[config.mk]
export PLATFORM = sky130hd
export DESIGN_NAME = pdma_chan
export DESIGN_NICKNAME = d
export VERILOG_FILES = /design/src/rtl/pdma_pkg.sv /design/src/rtl/pdma_regs.sv /design/src/rtl/pdma_xfer.sv /design/src/rtl/pdma_chan.sv
export SDC_FILE = /design/constraint.sdc
export NUM_CORES = 1
export LEC_CHECK = 0
export BUFFER_PORTS_ARGS = -buffer_cell sky130_fd_sc_hd__buf_2
export CAP_MARGIN = 20
export CORE_ASPECT_RATIO = 1.1
export CORE_MARGIN = 2
export CORE_UTILIZATION = 35
export CTS_CLUSTER_SIZE = 10
export DETAILED_ROUTE_END_ITERATION = 8
export GPL_TIMING_DRIVEN = 0
export SKIP_CTS_REPAIR_TIMING = 1
export SLEW_MARGIN = 40
export SYNTH_ARGS = -nofsm -noshare
export SYNTH_HDL_FRONTEND = slang
export SYNTH_SLANG_ARGS = --single-unit
[constraint.sdc]
create_clock -name clk -period 3.6 [get_ports clk]
set_input_delay 0.54 -clock clk [delete_from_list [all_inputs] [get_ports clk]]
set_output_delay 0.54 -clock clk [all_outputs]
set_load 0.02 [all_outputs]
[src/rtl/pdma_pkg.sv]
`timescale 1ns/1ps
package pdma_pkg;

    localparam int TC_W = 16;

    // register byte offsets
    localparam int OFS_GLOB = 'h00;
    localparam int OFS_CA   = 'h10;
    localparam int OFS_CB   = 'h14;
    localparam int OFS_SA   = 'h18;
    localparam int OFS_DA   = 'h1C;

    localparam logic [3:0] BT_X16 = 4'hF;
    localparam logic [3:0] BT_X8  = 4'hD;
    localparam logic [3:0] BT_X4  = 4'hB;

    localparam logic [2:0] STAT_NONE = 3'b000;
    localparam logic [2:0] STAT_DONE = 3'b101;
    localparam logic [2:0] STAT_FAIL = 3'b001;

    typedef enum logic [2:0] {
        XS_IDLE,
        XS_WAITREQ,
        XS_GAP,
        XS_READ,
        XS_WRITE
    } xfer_state_e;

    typedef struct packed {
        logic            en;
        logic            pause;
        logic [4:0]      rid;
        logic [3:0]      btype;
        logic [TC_W-1:0] tc;
    } ctrl_a_t;

    typedef struct packed {
        logic [1:0] wcode;
        logic       fix_src;
        logic       fix_dst;
        logic       err_ie;
        logic       done_ie;
        logic [2:0] status;
    } ctrl_b_t;

    // what the transfer engine needs from the register file
    typedef struct packed {
        logic            en;
        logic            pause;
        logic            glob;
        logic [3:0]      btype;
        logic [TC_W-1:0] tc;
        logic [1:0]      wcode;
    } xfer_cfg_t;

    function automatic logic [4:0] burst_beats(input logic [3:0] bt);
        case (bt)
            BT_X16:  return 5'd16;
            BT_X8:   return 5'd8;
            BT_X4:   return 5'd4;
            default: return 5'd1;
        endcase
    endfunction

    function automatic logic [2:0] beat_bytes(input logic [1:0] wc);
        case (wc)
            2'd0:    return 3'd1;
            2'd1:    return 3'd2;
            default: return 3'd4;
        endcase
    endfunction

    function automatic logic [1:0] size_code(input logic [1:0] wc);
        return (wc == 2'd3) ? 2'd2 : wc;
    endfunction

endpackage

[src/rtl/pdma_regs.sv]
`timescale 1ns/1ps
module pdma_regs
    import pdma_pkg::*;
#(
    parameter int REG_AW = 8,
    parameter int ADDR_W = 32
) (
    input  logic              clk,
    input  logic              rst,
    input  logic              reg_wr,
    input  logic [REG_AW-1:0] reg_addr,
    input  logic [31:0]       reg_wdata,
    output logic [31:0]       reg_rdata,
    output logic              glob_en,
    output ctrl_a_t           ca,
    output ctrl_b_t           cb,
    output logic [ADDR_W-1:0] src_addr,
    output logic [ADDR_W-1:0] dst_addr,
    input  logic              step,
    input  logic              fin_ok,
    input  logic              fin_err,
    output logic              irq
);

    localparam logic [REG_AW-1:0] A_GLOB = REG_AW'(OFS_GLOB);
    localparam logic [REG_AW-1:0] A_CA   = REG_AW'(OFS_CA);
    localparam logic [REG_AW-1:0] A_CB   = REG_AW'(OFS_CB);
    localparam logic [REG_AW-1:0] A_SA   = REG_AW'(OFS_SA);
    localparam logic [REG_AW-1:0] A_DA   = REG_AW'(OFS_DA);

    logic    glob_q;
    ctrl_a_t ca_q;
    ctrl_b_t cb_q;

    logic hit_glob, hit_ca, hit_cb, hit_sa, hit_da;
    assign hit_glob = reg_wr && (reg_addr == A_GLOB);
    assign hit_ca   = reg_wr && (reg_addr == A_CA);
    assign hit_cb   = reg_wr && (reg_addr == A_CB);
    assign hit_sa   = reg_wr && (reg_addr == A_SA);
    assign hit_da   = reg_wr && (reg_addr == A_DA);

    wire unused_wbits = ^{reg_wdata[30:0] & 32'h2000_0000, reg_wdata[29],
                          reg_wdata[19:16], reg_wdata[31:28], reg_wdata[23:21],
                          reg_wdata[15:0]};

    // control registers; completion and error override a same-cycle write
    always_ff @(posedge clk) begin
        if (rst) begin
            glob_q <= 1'b0;
            ca_q   <= '0;
            cb_q   <= '0;
        end else begin
            if (hit_glob) glob_q <= reg_wdata[31];
            if (hit_ca) begin
                ca_q.en    <= reg_wdata[31];
                ca_q.pause <= reg_wdata[30];
                ca_q.rid   <= reg_wdata[28:24];
                ca_q.btype <= reg_wdata[23:20];
                ca_q.tc    <= reg_wdata[TC_W-1:0];
            end
            if (hit_cb) begin
                cb_q.wcode   <= reg_wdata[27:26];
                cb_q.fix_src <= reg_wdata[25];
                cb_q.fix_dst <= reg_wdata[24];
                cb_q.err_ie  <= reg_wdata[20];
                cb_q.done_ie <= reg_wdata[19];
                cb_q.status  <= reg_wdata[18:16];
            end
            if (fin_ok) begin
                ca_q.en     <= 1'b0;
                cb_q.status <= STAT_DONE;
            end
            if (fin_err) begin
                ca_q.en     <= 1'b0;
                cb_q.status <= STAT_FAIL;
            end
        end
    end

    // live address counters, one per side
    logic [1:0][ADDR_W-1:0] addr_w;
    logic [1:0]             hit_addr;
    logic [1:0]             fixed;
    assign hit_addr = {hit_da, hit_sa};
    assign fixed    = {cb_q.fix_dst, cb_q.fix_src};

    for (genvar g = 0; g < 2; g++) begin : g_side
        logic [ADDR_W-1:0] a_q;
        always_ff @(posedge clk) begin
            if (rst)
                a_q <= '0;
            else if (hit_addr[g])
                a_q <= reg_wdata[ADDR_W-1:0];
            else if (step && !fixed[g])
                a_q <= a_q + ADDR_W'(beat_bytes(cb_q.wcode));
        end
        assign addr_w[g] = a_q;
    end

    always_comb begin
        reg_rdata = '0;
        case (reg_addr)
            A_GLOB: reg_rdata[31] = glob_q;
            A_CA:   reg_rdata = {ca_q.en, ca_q.pause, 1'b0, ca_q.rid, ca_q.btype,
                                 4'b0, ca_q.tc};
            A_CB:   reg_rdata = {4'b0, cb_q.wcode, cb_q.fix_src, cb_q.fix_dst, 3'b0,
                                 cb_q.err_ie, cb_q.done_ie, cb_q.status, 16'b0};
            A_SA:   reg_rdata = 32'(addr_w[0]);
            A_DA:   reg_rdata = 32'(addr_w[1]);
            default: reg_rdata = '0;
        endcase
    end

    assign glob_en  = glob_q;
    assign ca       = ca_q;
    assign cb       = cb_q;
    assign src_addr = addr_w[0];
    assign dst_addr = addr_w[1];
    assign irq = ((cb_q.status == STAT_DONE) && cb_q.done_ie) ||
                 ((cb_q.status == STAT_FAIL) && cb_q.err_ie);


    done_clears_en_chk: assert property (@(posedge clk) disable iff (rst)
        fin_ok |=> (!ca_q.en && cb_q.status == STAT_DONE));

    err_stops_chk: assert property (@(posedge clk) disable iff (rst)
        fin_err |=> (!ca_q.en && cb_q.status == STAT_FAIL));

    src_advance_chk: assert property (@(posedge clk) disable iff (rst)
        (step && !cb_q.fix_src && !hit_sa) |=>
        (addr_w[0] == $past(addr_w[0]) + ADDR_W'($past(beat_bytes(cb_q.wcode)))));

    dst_fixed_chk: assert property (@(posedge clk) disable iff (rst)
        (step && cb_q.fix_dst && !hit_da) |=> $stable(addr_w[1]));

    irq_on_done_chk: assert property (@(posedge clk) disable iff (rst)
        (fin_ok && cb_q.done_ie && !hit_cb) |=> irq);

endmodule

[src/rtl/pdma_xfer.sv]
`timescale 1ns/1ps
module pdma_xfer
    import pdma_pkg::*;
#(
    parameter int ADDR_W = 32
) (
    input  logic              clk,
    input  logic              rst,
    input  xfer_cfg_t         cfg,
    input  logic [ADDR_W-1:0] src_addr,
    input  logic [ADDR_W-1:0] dst_addr,
    input  logic              per_req,
    output logic              per_ack,
    output logic              mem_req,
    output logic              mem_we,
    output logic [ADDR_W-1:0] mem_addr,
    output logic [1:0]        mem_size,
    output logic [31:0]       mem_wdata,
    input  logic              mem_ack,
    input  logic [31:0]       mem_rdata,
    input  logic              mem_err,
    output logic              step,
    output logic              fin_ok,
    output logic              fin_err
);

    xfer_state_e     st_q, st_d;
    logic [4:0]      beat_q;
    logic [TC_W-1:0] burst_q;
    logic [31:0]     data_q;

    logic live, hold, acc_ok, acc_err, last_beat, last_burst;
    logic [4:0] beat_reload;

    assign live        = cfg.en;
    assign hold        = cfg.pause || !cfg.glob;
    assign beat_reload = burst_beats(cfg.btype) - 5'd1;
    assign last_beat   = (beat_q == '0);
    assign last_burst  = (burst_q == '0);

    assign mem_req   = live && ((st_q == XS_READ) || (st_q == XS_WRITE));
    assign mem_we    = (st_q == XS_WRITE);
    assign mem_addr  = mem_we ? dst_addr : src_addr;
    assign mem_size  = size_code(cfg.wcode);
    assign mem_wdata = data_q;

    assign acc_err = mem_req && mem_err;
    assign acc_ok  = mem_req && mem_ack && !mem_err;
    assign step    = acc_ok && mem_we;
    assign per_ack = step && last_beat;
    assign fin_ok  = per_ack && last_burst;
    assign fin_err = acc_err;

    always_comb begin
        st_d = st_q;
        case (st_q)
            XS_IDLE:    st_d = XS_WAITREQ;
            XS_WAITREQ: if (!hold && per_req) st_d = XS_READ;
            XS_GAP:     if (!hold) st_d = XS_READ;
            XS_READ: begin
                if (acc_err)     st_d = XS_IDLE;
                else if (acc_ok) st_d = XS_WRITE;
            end
            XS_WRITE: begin
                if (acc_err)
                    st_d = XS_IDLE;
                else if (acc_ok)
                    st_d = !last_beat ? XS_GAP : (last_burst ? XS_IDLE : XS_WAITREQ);
            end
            default: st_d = XS_IDLE;
        endcase
        if (!live) st_d = XS_IDLE;
    end

    always_ff @(posedge clk) begin
        if (rst) begin
            st_q    <= XS_IDLE;
            beat_q  <= '0;
            burst_q <= '0;
            data_q  <= '0;
        end else begin
            st_q <= st_d;
            if (st_q == XS_IDLE && live) begin
                beat_q  <= beat_reload;
                burst_q <= cfg.tc;
            end
            if (acc_ok && !mem_we) data_q <= mem_rdata;
            if (step) begin
                if (last_beat) begin
                    beat_q  <= beat_reload;
                    burst_q <= burst_q - 1'b1;
                end else begin
                    beat_q <= beat_q - 1'b1;
                end
            end
        end
    end


    per_ack_pulse_chk: assert property (@(posedge clk) disable iff (rst)
        per_ack |=> !per_ack);

    wait_for_req_chk: assert property (@(posedge clk) disable iff (rst)
        (st_q == XS_WAITREQ && !per_req) |=> !mem_req);

    pause_hold_chk: assert property (@(posedge clk) disable iff (rst)
        (st_q == XS_GAP && hold) |=> !mem_req);

    addr_stable_chk: assert property (@(posedge clk) disable iff (rst)
        (mem_req && !mem_ack && !mem_err) |=> (!mem_req || $stable(mem_addr)));

endmodule

[src/rtl/pdma_chan.sv]
`timescale 1ns/1ps
module pdma_chan
    import pdma_pkg::*;
#(
    parameter int REG_AW = 8,
    parameter int ADDR_W = 32
) (
    input  logic              clk,
    input  logic              rst,
    input  logic              reg_wr,
    input  logic [REG_AW-1:0] reg_addr,
    input  logic [31:0]       reg_wdata,
    output logic [31:0]       reg_rdata,
    output logic              mem_req,
    output logic              mem_we,
    output logic [ADDR_W-1:0] mem_addr,
    output logic [1:0]        mem_size,
    output logic [31:0]       mem_wdata,
    input  logic              mem_ack,
    input  logic [31:0]       mem_rdata,
    input  logic              mem_err,
    input  logic              per_req,
    output logic              per_ack,
    output logic              irq
);

    logic              glob_en, step, fin_ok, fin_err;
    ctrl_a_t           ca;
    ctrl_b_t           cb;
    logic [ADDR_W-1:0] src_addr, dst_addr;
    xfer_cfg_t         cfg;

    pdma_regs #(.REG_AW(REG_AW), .ADDR_W(ADDR_W)) u_regs (
        .clk(clk), .rst(rst),
        .reg_wr(reg_wr), .reg_addr(reg_addr), .reg_wdata(reg_wdata), .reg_rdata(reg_rdata),
        .glob_en(glob_en), .ca(ca), .cb(cb),
        .src_addr(src_addr), .dst_addr(dst_addr),
        .step(step), .fin_ok(fin_ok), .fin_err(fin_err), .irq(irq)
    );

    assign cfg.en    = ca.en;
    assign cfg.pause = ca.pause;
    assign cfg.glob  = glob_en;
    assign cfg.btype = ca.btype;
    assign cfg.tc    = ca.tc;
    assign cfg.wcode = cb.wcode;

    wire unused_cfg = ^{ca.rid, cb.fix_src, cb.fix_dst, cb.err_ie, cb.done_ie, cb.status};

    pdma_xfer #(.ADDR_W(ADDR_W)) u_xfer (
        .clk(clk), .rst(rst), .cfg(cfg),
        .src_addr(src_addr), .dst_addr(dst_addr),
        .per_req(per_req), .per_ack(per_ack),
        .mem_req(mem_req), .mem_we(mem_we), .mem_addr(mem_addr), .mem_size(mem_size),
        .mem_wdata(mem_wdata), .mem_ack(mem_ack), .mem_rdata(mem_rdata), .mem_err(mem_err),
        .step(step), .fin_ok(fin_ok), .fin_err(fin_err)
    );

endmodule

# After elaboration in Yosys (flattened, before gate mapping)
# Cells that the tools add are included.
[totals]
elab_cells = 121
output_inout_bits = 102
regBits = 157
in_bits = 78
[op_classes]
n_bitwise = 1
eq_ne = 19
reduce_logical = 42
mux = 34
addsub = 5
[op_table]
columns = ["op", "count"]
rows = [
  ["$mux W32", 5],
  ["$pmux W31 S4", 1],
  ["$add A32 B3 Y32", 2],
  ["$mux W16", 3],
  ["$mux W3", 15],
  ["$eq A8 B5 Y1 const B", 4],
  ["$logic_and A1 B1 Y1", 19],
  ["$logic_not A16 Y1", 1],
  ["$sub A16 B1 Y16 const B", 1],
  ["$mux W5", 3],
  ["$pmux W3 S5", 1],
  ["$pmux W5 S3", 1],
  ["$eq A4 B4 Y1 const B", 3],
  ["$sub A5 B1 Y5 const B", 2],
  ["$logic_not A8 Y1", 1],
  ["$reduce_bool A2 Y1", 4],
  ["$eq A3 B1 Y1 const B", 2],
  ["$eq A3 B2 Y1 const B", 2],
  ["$eq A3 B3 Y1 const B", 2],
  ["$logic_not A1 Y1", 6],
  ["$pmux W3 S2", 1],
  ["$logic_not A5 Y1", 1],
  ["$pmux W1 S4", 1],
  ["$reduce_and A4 Y1", 1],
  ["other kinds (15)", 19],
]

# Logic depth before layout (Yosys ltp)
[logic_depth]
ltp_word = 13
mapped_depth = 10
ltp_nobuf = 8

# By module
# A second synthesis with hierarchy kept.
[unflattened]
cells_unflattened = 1087
area_unflattened_um2 = 8899.8
[modules_own_cells]
columns = ["module", "seq_area_each_um2", "area_per_inst_um2", "n_inst", "cells_per_inst"]
rows = [
  ["pdma_regs", 2021.9, 5785.5, 1, 703],
  ["pdma_xfer", 1121.1, 3114.2, 1, 384],
]

# Worst setup path after synthesis
# Ideal clock, no wire load.
[synth_timing]
path_kind = "in2out"
startpoint = "input reg_addr[2]"
endpoint = "output reg_rdata[0]"
n_path_buf = 3
path_stages = 5
required_time_ns = 3.060
arrival_time_ns = 2.163
slack_ns = 0.897
cell_sequence = "clkbuf_1 > clkbuf_1 > clkbuf_1 > mux2i_1 > o21ai_0"
[synth_via]
elab_chain_len = 2
word_cells_on_any_way = 5
cone_classes = "4 x eq/ne; 1 x mux"
[synth_rtl]
columns = ["element", "line_no", "source"]
rows = [
  ["start, declared", "pdma_chan.sv:11", "input logic [REG_AW-1:0] reg_addr,"],
  ["$eq A8 B5 Y1", "pdma_regs.sv:102", "case (reg_addr)"],
  ["$pmux W31 S4 *", "pdma_regs.sv:102", ""],
  ["end, declared", "pdma_chan.sv:13", "output logic [31:0] reg_rdata,"],
]
# Every way passes the cells marked *; elsewhere a longest branch is shown, timed or not.

# Final worst setup path
[layout_timing]
startpoint = "input reg_addr[2]"
endpoint = "output reg_rdata[15]"
# Same word-level chain as after synthesis.

==> metrics.md <==
| Metric | Value |
|---|---|
| # nets final | 1442 |
| CP delay by family, top | buffers and inverters |
| Final period util | 0.9855 |
| Hold/Removal Path Class | in -> reg |
| Vias in the first global route | 8867 |
| Max incr delay on CP | 0.65 ns |
| Initial antenna violation count | 0 |
| Mapped Cells | 1160 |
| Total gr overflow | 0 |
| Pin count of the biggest net entering global routing | 18 |
| Iter 0 DRT Violations | 856 |
| Worst setup path class | in -> out |
| DP HPWL | 26310 um |
| Fillers | 2531 |
| Post-Place Cells | 1647 |
| Die width | 154.8 um |
| Compound-Gate Fraction of Synth Area | 0.1920 |
| Number of routed nets with antenna violations | 0 |
| Yosys cell types | 65 |
| Top layer in use | met4 |
| Yosys warning count | 0 |
| Pwr/cell area | 361.4 nW/um2 |
| Worst Tran Pin Value | 0.8765 ns |
| Worst path required time | 3.06 ns |
| Status | finished clean |
| Synth area leader | dfxtp_1 |
| Final non-filler cell total | 1679 |
| Fmax | 281.9 MHz |
| Total die area | 26290 um2 |
| R2R depth | 9 |
| Met2 routed WL | 16410 um |
| Post-Synth Simple-Gate Area | 0.2787 |
| Post-route setup TNS | 0 ns |
| Post-Synth XOR/XNOR Area | 0.05103 |
| Flop2flop setup slack | 0.38 ns |
| Synth Net Count | 1246 |
| WL met1 | 14450 um |
| Post-synth EDFFs | 0 |
| Vias per cell | 5.617 |
| Max VDD drop | 0.3038 mV |
| CP startpoint | reg_addr[2] |
| DR pass1 iterations | 5 |
| Main combinational cell family by area after synthesis | simple AND/OR/NAND/NOR gates |
| Core box area | 24550 um2 |
| Levels on crit path | 6 |
| WL/cell | 20.43 um |
| H-tree Lvls | 4 |
| Seq/Total Area, Yosys | 0.3591 |
| Final setup skew | 0.01062 ns |
| Reg2reg end | u_regs.src_addr[20] |
| CTS tree | done |
| IO buf count | 176 |
| GRT Overall Usage | 0.2551 |
| Skew-Pair Late Insertion Delay | 0.44 ns |
| Critical path cell sequence | clkbuf_1, clkbuf_1, clkbuf_2, mux2i_1, o21ai_0, buf_2 |
| Residual DRC count | 0 |
| Share of cells above drive strength 1 | 0.1753 |
| Fin. max-slew vios | 0 |
| Slew HR | 0.4156 |
| CP Launch Type | input pin |
| Slowest stage cell, crit path | clkbuf_1 |
| Logic pwr share | 0.042 |
| Initial Util | 0.3566 |
| Synthesized flop and latch total | 157 |
| Cell mode on critical path | clkbuf_1 |
| Reg clk slew, reported paths | 0.08 ns |
| TritonCTS Sinks | 157 |
| Arrival time worst endpoint | 3.01 ns |
| Tot Pwr | 0.003852 W |
| First-pass GRT wire length | 51610 um |
| Final WL | 34310 um |
| Clk buf depth | 2 |
| Syn Area/Cell | 7.546 um2 |
| Antenna cells | 0 |
| Net switching power | 0.0009986 W |
| RSZ-0062 raised after global routing | no |
| Min-delay src | mem_rdata[23] |
| Sw Share | 0.2592 |
| GP Congestion | 0.9502 |
| Layout area overhead | 21.77% |
| FF-to-FF Start | u_regs.cb[8] |
| Synthesized area | 8753 um2 |
| Final-report setup violation count | 0 |
| Synth Area in Adders | 0.01144 |
| Crit path max fanout | 10 |
| Ys flop type | dfxtp_1 |
| DR vias | 9431 |
| Final Util | 0.4342 |
| Asr flop ratio synth | 0 |
| Worst setup EP type | primary output |
| Leak Pwr | 4.114 nW |
| Min Tclk post-route | 3.548 ns |
| # rows | 60 |
| Area contributors post-synth | dfxtp_1 36%, nand2_1 10%, mux2i_1 5.3%, a211oi_1 5.1%, nor2_1 4.5% |
| Final hold viol count | 0 |
| Met3 wire length | 2119 um |
| CTS Buf Count | 17 |
| Clk network pwr share | 0.507 |
| Root Buffer | clkbuf_16 |
| Worst Hold Path EP | u_xfer.mem_wdata[23] |
| Buf/Inv on CP | 4 |
| I/O pins | 180 |
| Max cap viols | 0 |
| Hold path depth | 3 |
| Internal power | 0.002853 W |
| Mux cell area share after synthesis | 0.06161 |
| Seq pwr share | 0.452 |
| Share of the synthesized area in the top cell type | 0.3591 |
| Chip height | 169.9 um |
tightest hold or removal path, cell delays in order:
cell and delay, ns:
buf_2 0.10, nand2_1 0.04, a21oi_1 0.05
cells in the mapped netlist, types with 6 or more instances:
cell type and instances:
mux2i_1 46, clkbuf_1 80, and2_1 6, or3_1 6
a211oi_1 60, nor4_1 20, inv_1 18, a22oi_1 7
a21oi_1 79, nand2b_1 6, nand4_1 34, a311oi_1 13
nor2_1 106, nand2_1 244, or4_1 11, a22o_1 8
mux2_2 7, nor3_1 17, and3_1 11, xor2_1 28
nand3_1 28, o21ai_0 52, dfxtp_1 157, xnor2_1 23
and4_1 6, ha_1 8, a31oi_1 6
area by class of cell:
cell class              instances  area, um2  share of cell area
multi-input cells             898       5220              0.4897
repair buffers                177      885.9             0.08311
clock inverters                15      187.7             0.01761
inverters                      19      71.32            0.006691
well taps                     310      387.9             0.03639
clock buffers                  17      425.4             0.03991
flip-flops and latches        157       3143              0.2949
plain buffers                  86      337.8             0.03169
power by group through the flow:
stage	sequential, W	clock (W)	combinational [W]
3_3_place_gp	0.00178	0	0.000157
2_1_floorplan	0.00178	0	0.0000563
5_1_grt	0.00174	0.00204	0.000167
3_5_place_dp	0.00178	0	0.000156
6_report	0.00174	0.00195	0.000161
4_1_cts	0.00174	0.00196	0.000157
flip-flops by register name, summed over array words and instances, names as in the netlist:
signal            flops
u_regs.dst_addr      32
u_regs.src_addr      32
u_xfer.mem_wdata     32
u_regs.ca            27
u_xfer.burst_q       16
u_regs.cb             9
u_xfer.beat_q         5
u_xfer.st_q           3
u_regs.glob_en        1
routing by layer:
| metal | GRT usage | vias up |
|---|---|---|
| li1 | - | 4531 |
| met4 | 0.1159 | 0 |
| met1 | 0.3285 | 4463 |
| met2 | 0.4293 | 347 |
| met3 | 0.02979 | 90 |
| met5 | 0 | - |
stage by stage:
stage                     hold WS, ns  setup slack (ns)  instance area, um2
after floorplan                0.4338            0.8968                8753
after global placement         0.4397          -0.06997               10020
after CTS                      0.3251           0.03715               10650
final                          0.3289           0.05229               10660
after global routing           0.3247           0.05932               10660
after detailed placement       0.4446            0.1345               10040
how the worst max path moves through the flow:
stage | end | slack [ns]
floorplan | reg_rdata[0] | 0.90
global placement | reg_rdata[23] | -0.07
detailed placement | reg_rdata[22] | 0.13
CTS | mem_addr[31] | 0.04
global route | reg_rdata[28] | 0.06
finish | reg_rdata[15] | 0.05
placed cells by master (no fill, tap or decap), drive strengths merged, types with 4 or more instances in the layout:
| master | Yosys | layout |
|---|---|---|
| nand2 | 244 | 244 |
| buf | 6 | 183 |
| dfxtp | 157 | 157 |
| nor2 | 106 | 106 |
| clkbuf | 80 | 97 |
| a21oi | 79 | 79 |
| a211oi | 60 | 60 |
| o21ai | 53 | 53 |
| mux2i | 46 | 46 |
| nand4 | 34 | 34 |
| inv | 19 | 31 |
| nand3 | 28 | 28 |
| xor2 | 28 | 28 |
| xnor2 | 23 | 23 |
| nor4 | 21 | 21 |
| nor3 | 17 | 17 |
| a311oi | 13 | 13 |
| or4 | 13 | 13 |
| and3 | 11 | 11 |
| a22o | 8 | 8 |
| ha | 8 | 8 |
| mux2 | 7 | 7 |
| a22oi | 7 | 7 |
| nand2b | 6 | 6 |
| a31oi | 6 | 6 |
| and2 | 6 | 6 |
| and4 | 6 | 6 |
| or3 | 6 | 6 |
| o31ai | 5 | 5 |
| a21o | 4 | 4 |
| a31o | 4 | 4 |
| nor2b | 4 | 4 |
| o211ai | 4 | 4 |
kinds of logic after synthesis:
| family | Yosys count |
|---|---|
| AOI/OAI and AO/OA | 263 |
| xor gates and xnor gates | 51 |
| adders and majority gates | 8 |
| buffers and inverters | 105 |
| DFF | 157 |
| muxes | 53 |
| and+or+nand+nor | 523 |
Power figures use the tool's default switching activity.
